===== src/rtl/plmc_pkg.sv =====
package plmc_pkg;

  // enable multiplexer choice, indexed by {g_reg_fam, l_mode}
  typedef enum logic [1:0] {
    OE_ALWAYS = 2'b00,
    OE_NEVER  = 2'b01,
    OE_GPIN   = 2'b10,
    OE_TERM   = 2'b11
  } oe_sel_e;

  typedef enum logic [1:0] {
    FB_NONE = 2'b00,
    FB_ADJ  = 2'b01,
    FB_PIN  = 2'b10,
    FB_REG  = 2'b11
  } fb_sel_e;

  // feedback choice from the steering bit and local mode
  function automatic fb_sel_e fb_pick(logic steer, logic mode, logic end_cell);
    fb_sel_e r;
    case ({steer, mode})
      2'b11:   r = FB_PIN;
      2'b10:   r = FB_REG;
      2'b01:   r = end_cell ? FB_PIN  : FB_ADJ;
      default: r = end_cell ? FB_NONE : FB_ADJ;
    endcase
    return r;
  endfunction

endpackage


===== src/rtl/plmc_sum.sv =====
module plmc_sum #(
  parameter int NUM_PT = 8
) (
  input  logic [NUM_PT-1:0] pterm,
  input  logic              term_steal,
  input  logic              invert,
  output logic              sum_val,
  output logic              en_term
);
  logic [NUM_PT-1:0] gated;

  genvar gi;
  generate
    for (gi = 0; gi < NUM_PT; gi++) begin : g_gate
      if (gi == 0) begin : g_first
        assign gated[gi] = pterm[gi] & ~term_steal;
      end else begin : g_rest
        assign gated[gi] = pterm[gi];
      end
    end
  endgenerate

  assign sum_val = (|gated) ^ invert;
  assign en_term = pterm[0];

endmodule


===== src/rtl/plmc_reg.sv =====
module plmc_reg (
  input  logic clk,
  input  logic rst_n,
  input  logic en,
  input  logic d,
  output logic q
);
  logic q_nxt;

  always_comb begin
    q_nxt = q;
    if (en) q_nxt = d;
  end

  always_ff @(posedge clk or negedge rst_n) begin
    if (!rst_n) q <= 1'b0;
    else        q <= q_nxt;
  end


  hold_when_off_chk: assert property (@(posedge clk) disable iff (!rst_n)
    !en |=> $stable(q));

endmodule


===== src/rtl/plmc_route.sv =====
module plmc_route
  import plmc_pkg::*;
#(
  parameter bit END_CELL = 1'b0
) (
  input  logic g_nreg,
  input  logic g_reg_fam,
  input  logic l_mode,
  input  logic oe_pin_n,
  input  logic sum_val,
  input  logic en_term,
  input  logic q,
  input  logic pin_in,
  input  logic adj_pin_in,
  output logic pad_out,
  output logic pad_oe,
  output logic fb_out
);
  logic    steer;
  oe_sel_e oe_sel;
  fb_sel_e fb_sel;

  generate
    if (END_CELL) begin : g_end
      assign steer = ~g_nreg;
    end else begin : g_mid
      assign steer = g_reg_fam;
    end
  endgenerate

  assign oe_sel = oe_sel_e'({g_reg_fam, l_mode});
  assign fb_sel = fb_pick(steer, l_mode, END_CELL);

  always_comb begin
    case (oe_sel)
      OE_ALWAYS: pad_oe = 1'b1;
      OE_NEVER:  pad_oe = 1'b0;
      OE_GPIN:   pad_oe = ~oe_pin_n;
      default:   pad_oe = en_term;
    endcase
  end

  always_comb begin
    pad_out = sum_val;
    if (g_reg_fam && !l_mode) pad_out = q;
  end

  always_comb begin
    case (fb_sel)
      FB_REG:  fb_out = q;
      FB_PIN:  fb_out = pin_in;
      FB_ADJ:  fb_out = adj_pin_in;
      default: fb_out = 1'b0;
    endcase
  end

endmodule


===== src/rtl/pl_macrocell.sv =====
module pl_macrocell #(
  parameter int NUM_PT    = 8,
  parameter int NUM_CELLS = 8,
  parameter int CELL_IDX  = 3
) (
  input  logic              clk,
  input  logic              rst_n,
  input  logic [NUM_PT-1:0] pterm,
  input  logic              oe_pin_n,
  input  logic              g_nreg,
  input  logic              g_reg_fam,
  input  logic              l_mode,
  input  logic              l_invert,
  input  logic              pin_in,
  input  logic              adj_pin_in,
  output logic              pad_out,
  output logic              pad_oe,
  output logic              fb_out,
  output logic              array_clk,
  output logic              array_oe_n
);
  localparam bit END_CELL = (CELL_IDX == 0) || (CELL_IDX == NUM_CELLS - 1);

  logic rst_s1, rst_sync;
  logic sum_val, en_term, q;

  always_ff @(posedge clk or negedge rst_n) begin
    if (!rst_n) begin
      rst_s1   <= 1'b0;
      rst_sync <= 1'b0;
    end else begin
      rst_s1   <= 1'b1;
      rst_sync <= rst_s1;
    end
  end

  plmc_sum #(.NUM_PT(NUM_PT)) u_sum (
    .pterm      (pterm),
    .term_steal (g_reg_fam & l_mode),
    .invert     (l_invert),
    .sum_val    (sum_val),
    .en_term    (en_term)
  );

  plmc_reg u_reg (
    .clk   (clk),
    .rst_n (rst_sync),
    .en    (~g_nreg),
    .d     (sum_val),
    .q     (q)
  );

  plmc_route #(.END_CELL(END_CELL)) u_route (
    .g_nreg     (g_nreg),
    .g_reg_fam  (g_reg_fam),
    .l_mode     (l_mode),
    .oe_pin_n   (oe_pin_n),
    .sum_val    (sum_val),
    .en_term    (en_term),
    .q          (q),
    .pin_in     (pin_in),
    .adj_pin_in (adj_pin_in),
    .pad_out    (pad_out),
    .pad_oe     (pad_oe),
    .fb_out     (fb_out)
  );

  assign array_clk  = clk & g_nreg;
  assign array_oe_n = oe_pin_n & g_nreg;


  reg_capture_chk: assert property (@(posedge clk) disable iff (!rst_sync)
    (!g_nreg && g_reg_fam && !l_mode) |=>
      (g_nreg || !g_reg_fam || l_mode || pad_out == $past(sum_val)));


  reg_oe_chk: assert property (@(posedge clk) disable iff (!rst_sync)
    (g_reg_fam && !l_mode) |-> (pad_oe == !oe_pin_n));


  din_off_chk: assert property (@(posedge clk) disable iff (!rst_sync)
    (!g_reg_fam && l_mode) |-> !pad_oe);


  term_oe_chk: assert property (@(posedge clk) disable iff (!rst_sync)
    (g_reg_fam && l_mode) |-> (pad_oe == pterm[0] && fb_out == pin_in));


  array_quiet_chk: assert property (@(posedge clk) disable iff (!rst_sync)
    !g_nreg |-> (!array_oe_n && !array_clk));

  generate
    if (END_CELL) begin : g_end_chk

      end_nofb_chk: assert property (@(posedge clk) disable iff (!rst_sync)
        (g_nreg && !l_mode) |-> !fb_out);
    end
  endgenerate

endmodule


===== config.mk =====
export PLATFORM = sky130hd
export DESIGN_NAME = pl_macrocell
export DESIGN_NICKNAME = d
export VERILOG_FILES = /design/src/rtl/plmc_pkg.sv /design/src/rtl/plmc_sum.sv /design/src/rtl/plmc_reg.sv /design/src/rtl/plmc_route.sv /design/src/rtl/pl_macrocell.sv
export SDC_FILE = /design/constraint.sdc
export NUM_CORES = 1
export LEC_CHECK = 0
export BUFFER_PORTS_ARGS = -buffer_cell sky130_fd_sc_hd__buf_2
export CORE_AREA = 2 2 39 41
export CTS_CLUSTER_DIAMETER = 80
export CTS_CLUSTER_SIZE = 40
export DETAILED_ROUTE_END_ITERATION = 6
export DIE_AREA = 0 0 41 43
export HOLD_SLACK_MARGIN = 0.03
export SYNTH_ARGS = -nofsm -noshare
export SYNTH_HDL_FRONTEND = slang
export SYNTH_HIERARCHICAL = 1
export SYNTH_SLANG_ARGS = --single-unit

===== constraint.sdc =====
create_clock -name clk -period 3.04 [get_ports clk]
set_clock_uncertainty 0.1 [all_clocks]
set_input_delay 0.608 -clock clk [delete_from_list [all_inputs] [get_ports clk]]
set_output_delay 0.608 -clock clk [all_outputs]
set_load 0.005 [all_outputs]

==> impl_metrics.json <==
{
  "hold_path.class": "flip-flop to flip-flop",
  "viasPerCell": 3.57,
  "grt_usage_pct": 11.2,
  "clk_latency_ns": 0.34,
  "cts_hold_buf": 2,
  "vdd_drop_max_mv": 0.143,
  "core.rowCount": 14,
  "wl_per_cell_um": 9.18,
  "yosys_warnings": 6,
  "syn_area_um2": 215,
  "cts_resized": 0,
  "pin_count": 22,
  "path_class": "clock port to output port",
  "nFillCells": 159,
  "grt_pass1_vias": 255,
  "synth_top_area_share_pct": 34.9,
  "dr_total_vias": 239,
  "cts_tree": "yes",
  "drtIter0Drc": 1,
  "p_seq_share_pct": 21.0,
  "yosysSeqAreaShare_pct": 34.9,
  "p_int_w": 0.000164,
  "synthToLayoutAreaGrowth_pct": 86.6,
  "die_w_um": 41,
  "p_leak_nw": 0.214,
  "p_clk_share_pct": 63.9,
  "critPathArrivalTime_ns": 1.98,
  "nets": 69,
  "swShare_pct": 23.1,
  "critPathMaxFanout": 2,
  "critPathMaxStageDelay_ns": 0.12,
  "cp_slowest_cell": "clkbuf_4",
  "rsz0062_at_grt": "false",
  "finalNonFillerCells": 67,
  "drc": 0,
  "start_util_pct": 15.6,
  "cap_violations": 0,
  "drive_gt1_share_pct": 60.8,
  "grt_max_degree": 7,
  "place.port_buffers": 21,
  "layout_common_cells": "buf_2 (21), clkbuf_4 (6), and2_1 (3), dfrtp_1 (3)",
  "ys_ff_latch": 3,
  "synth_cell_types": 15,
  "drtAntennaViolNets": 0,
  "p_per_area_nw_per_um2": 529,
  "startpoint_type": "clock port",
  "grt_pass1_wl_mm": 1.06,
  "die_h_um": 43,
  "hpwl_um": 468,
  "cts_setup_buffers": 0,
  "dieArea_um2": 1760,
  "finalSetupViolCount": 0,
  "combPwrFrac_pct": 15.1,
  "antenna_cells": 0,
  "place_inst": 58,
  "yosysTopAreaCell": "dfrtp_1",
  "syn_avg_cell_area_um2": 9.78,
  "drv_slew": 0,
  "path_cells": "clkbuf_4, clkbuf_4, and2_1, buf_2",
  "core_um2": 1380,
  "critPathRequiredTime_ns": 2.33,
  "firstDrtPassIters": 4,
  "synthTopCellsByArea": "dfrtp_1 (35%), mux2_4 (14%), and2_1 (8.7%), nand2b_1 (5.8%), nor4_2 (5.8%)",
  "clkTransAtPathRegs_ns": 0.04,
  "final_common_cell": "buf_2",
  "grt_antenna_before_repair": 0,
  "cp-end-kind": "output port",
  "gp_congestion": 0.663,
  "timing.setup.tns_ns": 0,
  "switchingPower_w": 0.0000491,
  "hold_violations": 0,
  "outcome": "completed",
  "syn-instance-count": 22,
  "cp_common_cell": "clkbuf_4",
  "routed_wl_um": 615,
  "synth_nets": 39,
  "gr-total-overflow": 0
}
-- path summary, 6_finish.rpt --
path | startpoint | slack (ns) | cells past startpoint | end
setup reg to reg | u_reg/q | 2.14 | 1 | u_reg/q
max in group asynchronous | rst_n | 2.27 | 2 | rst_sync
setup / recovery | clk | 0.35 | 4 | array_clk
min in group asynchronous | rst_sync | 0.43 | 1 | u_reg/q
hold reg to reg | rst_s1 | 0.25 | 0 | rst_sync
hold / removal | rst_s1 | 0.25 | 0 | rst_sync
-- sequential cells by signal (all words and copies together), names as in the netlist --
register and flops:
rst_sync 1, u_reg/q 1, rst_s1 1
-- cell type report --
| type | count | area (um2) | area share (%) |
|---|---|---|---|
| sequential | 3 | 75.1 | 18.7 |
| clock buffer | 8 | 53.8 | 13.4 |
| inverter | 1 | 3.75 | 0.935 |
| tap | 16 | 20.0 | 4.98 |
| timing repair buffer | 22 | 120 | 29.9 |
| multi-input combinational | 17 | 129 | 32.1 |
-- synth_stat cells, drive strengths merged --
| library cell | number |
|---|---|
| and2 | 3 |
| dfrtp | 3 |
| a21oi | 2 |
| mux2 | 2 |
| nand2b | 2 |
| a31o | 1 |
| buf | 1 |
| conb | 1 |
| inv | 1 |
| mux2i | 1 |
| nand3 | 1 |
| nor2 | 1 |
| nor3 | 1 |
| nor4 | 1 |
| xor2 | 1 |
-- stage by stage --
stage	area (um2)	power, W	worst slack (ns)	util (%)	hold slack (ns)
2_1_floorplan	215	0.0000643	0.687	-	-0.106
3_3_place_gp	333	0.0000869	0.590	24.1	-0.100
3_5_place_dp	333	0.0000876	0.590	24.1	-0.0982
4_1_cts	402	0.000220	0.341	29.0	0.252
5_1_grt	402	0.000239	0.330	29.0	0.254
6_report	402	0.000213	0.350	29.0	0.250
-- logic make-up after synthesis --
logic type	share of synthesized area, %
AOI/OAI and AO/OA	8.72
xor gates and xnor gates	4.07
buffers and inverters	5.23
DFF	34.9
muxes	18.6
other	1.74
and+or+nand+nor	26.7
-- critical path, delay by kind of cell --
kind / cells / cell delay (ns)
AND/OR/NAND/NOR: 1 / 0.12
buffers and inverters: 3 / 0.35
-- power by group through the flow --
stage	clock, W	combinational [W]	sequential, W
floorplan	0.00000634	0.0000135	0.0000445
global placement	0.0000119	0.0000298	0.0000451
detailed placement	0.0000119	0.0000303	0.0000453
CTS	0.000143	0.0000327	0.0000447
global route	0.000159	0.0000359	0.0000448
finish	0.000136	0.0000322	0.0000446
-- layer usage --
| layer | GRT usage [%] | wire, um | vias to the layer above |
|---|---|---|---|
| li1 | - | - | 131 |
| met3 | 11.5 | 30 | 0 |
| met5 | 0 | 0 | - |
| met2 | 13.4 | 356 | 7 |
| met1 | 8.06 | 228 | 101 |
| met4 | 14.0 | 0 | 0 |
No activity file was read; power rests on OpenSTA's default activity.
